$ cat src/rtl/dr_bridge_pkg.sv
package dr_bridge_pkg;

   // Behavioural ROM contents: a linear pattern so every word is distinct
   function automatic logic [31:0] rom_word(input logic [31:0] a);
      return (a * 32'd29) + 32'd7;
   endfunction

endpackage

$ cat src/rtl/dr_to_sr.sv
module dr_to_sr #(
   parameter int WIDTH = 6
) (
   input  logic             clk,
   input  logic             rst_n,
   input  logic [WIDTH-1:0] rail_t,
   input  logic [WIDTH-1:0] rail_f,
   output logic [WIDTH-1:0] sr_o,
   output logic             complete_o
);
   logic [WIDTH-1:0] bit_ok;

   for (genvar i = 0; i < WIDTH; i++) begin : g_bit
      assign bit_ok[i] = rail_t[i] ^ rail_f[i];
      assign sr_o[i]   = rail_t[i];
   end

   assign complete_o = &bit_ok;


   no_illegal_code_chk: assert property (@(posedge clk) disable iff (!rst_n)
      (rail_t & rail_f) == '0);

endmodule

$ cat src/rtl/strobe_delay.sv
module strobe_delay #(
   parameter int DELAY_TICKS = 4
) (
   input  logic clk,
   input  logic rst_n,
   input  logic complete_i,
   output logic strobe_o
);
   localparam int CW = $clog2(DELAY_TICKS + 1);
   localparam logic [CW-1:0] LIMIT = CW'(DELAY_TICKS);

   logic [CW-1:0] cnt_q;

   always_ff @(posedge clk or negedge rst_n) begin
      if (!rst_n)               cnt_q <= '0;
      else if (!complete_i)     cnt_q <= '0;
      else if (cnt_q != LIMIT)  cnt_q <= cnt_q + 1'b1;
   end

   // Drops combinationally with completion: no wait on the way back to null
   assign strobe_o = complete_i && (cnt_q == LIMIT);


   strobe_wait_chk: assert property (@(posedge clk) disable iff (!rst_n)
      strobe_o |-> $past(complete_i));

endmodule

$ cat src/rtl/sr_mem.sv
module sr_mem #(
   parameter int ADDR_W   = 6,
   parameter int DATA_W   = 8,
   parameter int READ_LAT = 2
) (
   input  logic              clk,
   input  logic              rst_n,
   input  logic [ADDR_W-1:0] addr_i,
   output logic [DATA_W-1:0] rdata_o
);
   logic [31:0]       full_word;
   logic [DATA_W-1:0] word_c;

   always_comb begin
      full_word = dr_bridge_pkg::rom_word(32'(addr_i));
      word_c    = full_word[DATA_W-1:0];
   end

   if (READ_LAT == 0) begin : g_comb
      assign rdata_o = word_c;
   end else begin : g_pipe
      logic [READ_LAT-1:0][DATA_W-1:0] stage_q;
      always_ff @(posedge clk or negedge rst_n) begin
         if (!rst_n) begin
            stage_q <= '0;
         end else begin
            stage_q[0] <= word_c;
            for (int s = 1; s < READ_LAT; s++) stage_q[s] <= stage_q[s-1];
         end
      end
      assign rdata_o = stage_q[READ_LAT-1];
   end

endmodule

$ cat src/rtl/sr_to_dr.sv
module sr_to_dr #(
   parameter int WIDTH = 8
) (
   input  logic             clk,
   input  logic             rst_n,
   input  logic             strobe_i,
   input  logic [WIDTH-1:0] sr_i,
   output logic [WIDTH-1:0] rail_t,
   output logic [WIDTH-1:0] rail_f
);
   for (genvar i = 0; i < WIDTH; i++) begin : g_bit
      assign rail_t[i] = strobe_i &  sr_i[i];
      assign rail_f[i] = strobe_i & ~sr_i[i];
   end


   rails_exclusive_chk: assert property (@(posedge clk) disable iff (!rst_n)
      (rail_t & rail_f) == '0);


   rails_full_chk: assert property (@(posedge clk) disable iff (!rst_n)
      strobe_i |-> ((rail_t ^ rail_f) == '1));

endmodule

$ cat src/rtl/dr_mem_bridge.sv
module dr_mem_bridge #(
   parameter int ADDR_W      = 6,
   parameter int DATA_W      = 8,
   parameter int READ_LAT    = 2,
   parameter int DELAY_TICKS = 4
) (
   input  logic              clk,
   input  logic              rst_n,
   input  logic [ADDR_W-1:0] addr_t,
   input  logic [ADDR_W-1:0] addr_f,
   output logic [DATA_W-1:0] data_t,
   output logic [DATA_W-1:0] data_f
);
   if (ADDR_W < 1 || ADDR_W > 16) begin : g_bad_aw
      $error("ADDR_W out of range");
   end
   if (DATA_W < 1 || DATA_W > 32) begin : g_bad_dw
      $error("DATA_W out of range");
   end
   if (READ_LAT < 0) begin : g_bad_lat
      $error("READ_LAT must not be negative");
   end
   if (DELAY_TICKS < 1 || DELAY_TICKS <= READ_LAT) begin : g_bad_dly
      $error("DELAY_TICKS must exceed READ_LAT");
   end

   logic [ADDR_W-1:0] addr_sr;
   logic              addr_done;
   logic              strobe_dly;
   logic [DATA_W-1:0] rdata;

   dr_to_sr #(.WIDTH(ADDR_W)) u_in_conv (
      .clk(clk), .rst_n(rst_n), .rail_t(addr_t), .rail_f(addr_f),
      .sr_o(addr_sr), .complete_o(addr_done));

   strobe_delay #(.DELAY_TICKS(DELAY_TICKS)) u_delay (
      .clk(clk), .rst_n(rst_n), .complete_i(addr_done), .strobe_o(strobe_dly));

   sr_mem #(.ADDR_W(ADDR_W), .DATA_W(DATA_W), .READ_LAT(READ_LAT)) u_mem (
      .clk(clk), .rst_n(rst_n), .addr_i(addr_sr), .rdata_o(rdata));

   sr_to_dr #(.WIDTH(DATA_W)) u_out_conv (
      .clk(clk), .rst_n(rst_n), .strobe_i(strobe_dly), .sr_i(rdata),
      .rail_t(data_t), .rail_f(data_f));


   null_on_partial_chk: assert property (@(posedge clk) disable iff (!rst_n)
      ((addr_t ^ addr_f) != '1) |-> (data_t == '0 && data_f == '0));


   hold_valid_chk: assert property (@(posedge clk) disable iff (!rst_n)
      ($past(strobe_dly) && $stable(addr_t) && $stable(addr_f)) |-> strobe_dly);

endmodule

$ cat config.mk
export PLATFORM = sky130hd
export DESIGN_NAME = dr_mem_bridge
export DESIGN_NICKNAME = d
export VERILOG_FILES = /design/src/rtl/dr_bridge_pkg.sv /design/src/rtl/dr_to_sr.sv /design/src/rtl/strobe_delay.sv /design/src/rtl/sr_mem.sv /design/src/rtl/sr_to_dr.sv /design/src/rtl/dr_mem_bridge.sv
export SDC_FILE = /design/constraint.sdc
export NUM_CORES = 1
export LEC_CHECK = 0
export BUFFER_PORTS_ARGS = -buffer_cell sky130_fd_sc_hd__buf_2
export CAP_MARGIN = 30
export CORE_UTILIZATION = 46
export DETAILED_ROUTE_END_ITERATION = 8
export HOLD_SLACK_MARGIN = 0.15
export PLACE_DENSITY = 0.78
export SYNTH_ARGS = -nofsm -noshare
export SYNTH_HDL_FRONTEND = slang
export SYNTH_SLANG_ARGS = --single-unit
$ cat constraint.sdc
create_clock -name clk -period 1.55 [get_ports clk]
set_input_delay 0.155 -clock clk [delete_from_list [all_inputs] [get_ports clk]]
set_output_delay 0.155 -clock clk [all_outputs]
set_load 0.1 [all_outputs]
==> Word level (Yosys, flattened, before mapping) <==
Cells that the tools add are included.
{ "totals": {"output_inout_bits": 16, "in_bits": 14, "register_bits": 19} }
{ "classes": {"mux": 2, "multipliers": 1, "n_bitwise": 30, "add_sub_neg": 2, "reduce_logical": 2, "eq_ne": 3} }
{ "op_table": {"columns": ["cell", "n"], "rows": [
  ["1-bit AND", 16],
  ["8-bit by 3-bit adder with 8-bit output, second input constant", 1],
  ["6-bit by 5-bit multiplier with 8-bit output, second input constant", 1],
  ["1-bit NOT", 8],
  ["3-bit 2-to-1 mux", 2],
  ["6-bit AND reduction", 1],
  ["1-bit XOR", 6],
  ["3-bit by 1-bit adder with 3-bit output, second input constant", 1],
  ["3-bit == test, second input constant", 1],
  ["3-bit inequality test, second input constant", 1],
  ["2-bit inequality test, second input constant", 1],
  ["1-bit logical AND", 1]
]} }

==> Logic depth before layout (Yosys ltp) <==
{ "depth": {"depth_word": 4, "mapped_depth": 12} }

==> Modules after synthesis <==
From an unflattened synthesis, not the netlist that was laid out.
{ "unflattened": {"cells_unflattened": 131, "hier_area_um2": 1373.8} }
{ "modules_own_cells": {"columns": ["module", "n_inst", "area_per_inst_um2", "seq_area_each_um2", "cells_each"], "rows": [
  ["sr_mem", 1, 979.7, 400.4, 82],
  ["strobe_delay", 1, 170.2, 75.1, 18],
  ["dr_to_sr", 1, 113.9, 0.0, 14],
  ["sr_to_dr", 1, 110.1, 0.0, 17]
]} }

==> Worst setup path after synthesis <==
No wires, ideal clock.
{ "synth_timing": {"path_kind": "register -> output", "startpoint": "register u_delay.cnt_q[0]", "endpoint": "output data_f[0]", "slack_ns": -1.024, "stages_incl_launch_ff": 7, "path_buffers": 1, "arrival_ns": 2.419, "path_cell_list": "dfrtp_1 -> inv_1 -> ha_1 -> nand2_1 -> nand4b_2 -> buf_6 -> nor2_1"} }
{ "synth_between": {"elab_chain_cells": 3} }
{ "synth_lines": {"columns": ["element", "line_no", "source"], "rows": [
  ["from (decl)", "strobe_delay.sv:12", "logic [CW-1:0] cnt_q;"],
  ["from (signal assigned)", "strobe_delay.sv:17", "else if (cnt_q != LIMIT) cnt_q <= cnt_q + 1'b1;"],
  ["3-bit == test", "strobe_delay.sv:21", "assign strobe_o = complete_i && (cnt_q == LIMIT);"],
  ["1-bit logical AND", "strobe_delay.sv:21", null],
  ["1-bit AND", "sr_to_dr.sv:13", "assign rail_f[i] = strobe_i & ~sr_i[i];"],
  ["to (decl)", "dr_mem_bridge.sv:12", "output logic [DATA_W-1:0] data_f"]
]} }
Every way passes these cells.

==> Final worst setup path <==
{ "layout_timing": {"startpoint": "input addr_t[2]", "endpoint": "register u_mem.g_pipe.stage_q[7] in the netlist's numbering"} }
{ "layout_between": {"elab_chain_cells": 2} }
{ "layout_lines": {"columns": ["element", "line_no", "source"], "rows": [
  ["from (decl)", "dr_mem_bridge.sv:9", "input logic [ADDR_W-1:0] addr_t,"],
  ["6-bit by 5-bit multiplier with 8-bit output", "dr_bridge_pkg.sv:5", "return (a * 32'd29) + 32'd7;"],
  ["8-bit by 3-bit adder with 8-bit output", "dr_bridge_pkg.sv:5", null],
  ["via u_mem.full_word[7]", "sr_mem.sv:11", "logic [31:0] full_word;"],
  ["to (decl)", "sr_mem.sv:22", "logic [READ_LAT-1:0][DATA_W-1:0] stage_q;"]
]} }
The timed path passes the listed nets, and every way through them passes these cells.
A chain may end at the register's enable or synchronous reset.

==> results.py <==
metrics = {
    "status": {
        "status": "finished, violations left",
        "violations": "negative setup slack",
    },
    "worst_setup_path": {
        "path_class": "input port to flop",
        "critPathMaxFanout": 4,
        "crit_required_ns": 1.78,
        "reg2reg_slack_ns": 0.29,
        "critPathCaptureType": "flop",
        "reg2reg_depth": 6,
        "cp-start-kind": "input port",
        "rr_startpoint": "u_delay.cnt_q[0]",
        "timing.rr.end": "u_delay.cnt_q[2]",
        "crit_arrival_ns": 2.43,
    },
    "synth": {
        "yosys_warnings": 0,
        "synth_seq_cells": 19,
        "netlist_top_cells_count": "33 x inv_1, 19 x dfrtp_1, 19 x nor2_1",
        "synthFlopType": "dfrtp_1",
        "ys_seq_area_share_pct": 37.4,
        "synth_top_area_cell": "dfrtp_1",
        "synth_edf_count": 0,
        "synth.net_count": 165,
        "synthCells": 128,
        "synth_area_leaders": "dfrtp_1 37%, ha_1 16%, fa_1 11%",
        "syn_area_per_cell_um2": 9.93,
        "yosys.area.top_type_share_pct": 37.4,
        "yosysMostFrequentCell": "inv_1",
        "ys_async_sr_fraction_pct": 100,
        "ys_types": 18,
        "netlist_area_um2": 1270,
    },
    "cts": {
        "clk_path_buf_depth": 2,
        "cts_htree_levels": 1,
        "clk_latency_ns": 0.30,
        "cts_made_buffers": 3,
        "root_buffer": "clkbuf_4",
        "cts_tree": "built",
        "path_clk_slew_ns": 0.12,
        "cts_num_sinks": 19,
    },
    "power": {
        "ir_worst_vdd_mv": 1.23,
        "finalPower_mw": 2.02,
        "power_density_nw_per_um2": 881,
        "power_leakage_nw": 1.06,
    },
    "floorplanning": {
        "die_w_um": 54.6,
        "die_h_um": 54.6,
        "core_um2": 2540,
        "floorplan.rows": 18,
        "io_pins": 30,
        "initial_core_util_pct": 50.0,
        "die-area_um2": 2980,
    },
    "timing": {
        "finalSetupViolCount": 21,
        "skew_ns": 0.00586,
        "drv_slew": 0,
        "rsz0062_at_grt": "yes",
        "period_share_pct": 142,
        "slew_headroom_pct": 72.0,
        "finalWorstSetupSlack_ns": -0.651,
        "fmax_ghz": 0.454,
        "layout_min_cycle_time_ns": 2.20,
        "finalHoldViolCount": 0,
        "tightest_slew_ns": 0.420,
    },
    "hold_path": {
        "hold_path_startpoint": "addr_t[0]",
        "hold_depth": 3,
        "worstHoldEndpoint": "u_mem.g_pipe.stage_q[0]",
        "hp-class": "input port to flop",
    },
    "placed_design": {
        "gp_congestion": 0.777,
        "hpwl_mm": 2.30,
        "post-place-ws_ns": -1.02,
        "io_buffers": 29,
    },
    "cells_and_area": {
        "num_antenna_cells": 0,
        "layout.nets": 227,
        "syn2layout_area_growth_pct": 80.0,
        "drive_gt1_share_pct": 56.1,
    },
    "route": {
        "drt_iter0_drc": 34,
        "viasPerCell": 5.21,
        "drtAntennaViolNets": 0,
        "via_count": 1140,
        "remaining_drc_errors": 0,
        "first_pass_iters": 4,
        "wirelength_mm": 4.37,
        "wl_per_cell_um": 19.9,
    },
    "global_routing": {
        "grt_max_degree": 20,
        "antenna_found_initial": 0,
        "grt_pass1_wl_mm": 5.80,
        "grt_pass1_vias": 1220,
        "grtUsageTotal_pct": 29.4,
        "grt.overflow.total": 0,
    },
    "job": {
        "drv_cap": 0,
    },
}
[layout make-up]
class / instances / area (um^2)
Multi-Input combinational cell: 75 / 941
Timing Repair Buffer: 58 / 674
Sequential cell: 19 / 475
Fill cell: 102 / 256
Inverter: 33 / 133
Tap cell: 30 / 37.5
Clock buffer: 3 / 22.5
Clock inverter: 1 / 5.00
[through the flow]
step / std cells / cell area [um^2] / util (%) / hold WS (ns) / setup TNS (ns)
CTS: 216 / 2210 / 87.0 / 0.152 / -7.66
finish: 219 / 2290 / 89.9 / 0.157 / -8.87
global route: 219 / 2290 / 89.9 / 0.143 / -9.74
floorplan: 128 / 1450 / - / -0.141 / -7.69
detailed placement: 206 / 2020 / 79.5 / 0.106 / -7.79
global placement: 206 / 2020 / 79.5 / 0.0921 / -6.40
[worst max path at each step]
stage | start | endpoint | slack (ns) | cells after the start
global placement | addr_t[2] | u_mem.g_pipe.stage_q[7] | -0.94 | 11
global route | addr_t[2] | u_mem.g_pipe.stage_q[7] | -0.70 | 11
finish | addr_t[2] | u_mem.g_pipe.stage_q[7] | -0.65 | 11
CTS | addr_t[2] | u_mem.g_pipe.stage_q[7] | -0.65 | 11
floorplan | addr_t[2] | u_mem.g_pipe.stage_q[7] | -0.78 | 10
detailed placement | addr_t[2] | u_mem.g_pipe.stage_q[7] | -1.02 | 11
[flip-flops by register name, indices dropped and copies added (netlist names)]
register,flops
u_delay.cnt_q,3
u_mem.g_pipe.stage_q,8
u_mem.rdata_o,8
[logic make-up after synthesis]
group / synth area share [%]
AO/OA/AOI/OAI: 4.33
AND/OR/NAND/NOR: 9.84
flip-flops: 37.4
XOR/XNOR: 11.0
buffers and inverters: 10.6
adder cells (fa/ha/maj): 26.8
[per-layer routing]
layer  wire (um)  up-vias  global-route usage (%)  share of wire [%]
met5           0        -                       0                  0
met4          95        0                    14.1                2.2
met3         176        9                    3.89                4.0
met2        2580       49                    58.1                 59
met1        1520      576                    29.3                 35
li1            -      506                       -                  -
[cells in the final DEF, fill, tap and decap left out, types with 2 or more instances in the layout]
| master | netlist | layout |
|---|---|---|
| inv_1 | 33 | 22 |
| fa_2 | 0 | 2 |
| ha_1 | 16 | 8 |
| buf_4 | 0 | 23 |
| fa_1 | 7 | 5 |
| nor2_4 | 0 | 16 |
| nand2_1 | 3 | 2 |
| dlygate4sd3_1 | 0 | 2 |
| buf_12 | 0 | 17 |
| nor2_1 | 19 | 3 |
| nand3_1 | 2 | 2 |
| inv_2 | 0 | 9 |
| xor2_1 | 2 | 2 |
| clkbuf_4 | 0 | 3 |
| buf_8 | 0 | 2 |
| a21oi_1 | 4 | 2 |
| dfrtp_1 | 19 | 19 |
| buf_6 | 1 | 3 |
| ha_4 | 0 | 8 |
| xnor2_1 | 14 | 12 |
| xnor2_2 | 0 | 2 |
| buf_2 | 0 | 10 |
| a21o_1 | 2 | 2 |
[worst max-delay path, cell delays in order]
cell,delay [ns]
buf_8,0.08
clkinvlp_4,0.10
fa_1,0.51
fa_1,0.54
inv_2,0.05
ha_4,0.26
ha_4,0.20
o21ai_2,0.10
o21bai_1,0.09
a21oi_1,0.18
xnor2_1,0.15
[report_power, final]
group	total (mW)	internal (mW)	switching [mW]
clock network	0.259	0.0962	0.162
registers	0.760	0.646	0.114
logic	0.996	0.502	0.494
total	2.02	1.24	0.771
[repair_timing]
item,4_1_cts,5_1_grt
resized for setup,24,11
gates cloned,1,0
endpoints found under the hold margin,20,0
endpoints found under the setup margin,21,21
pin swaps,19,9
hold buffers,2,0
setup buffers,3,3
(Power assumes the default switching activity.)
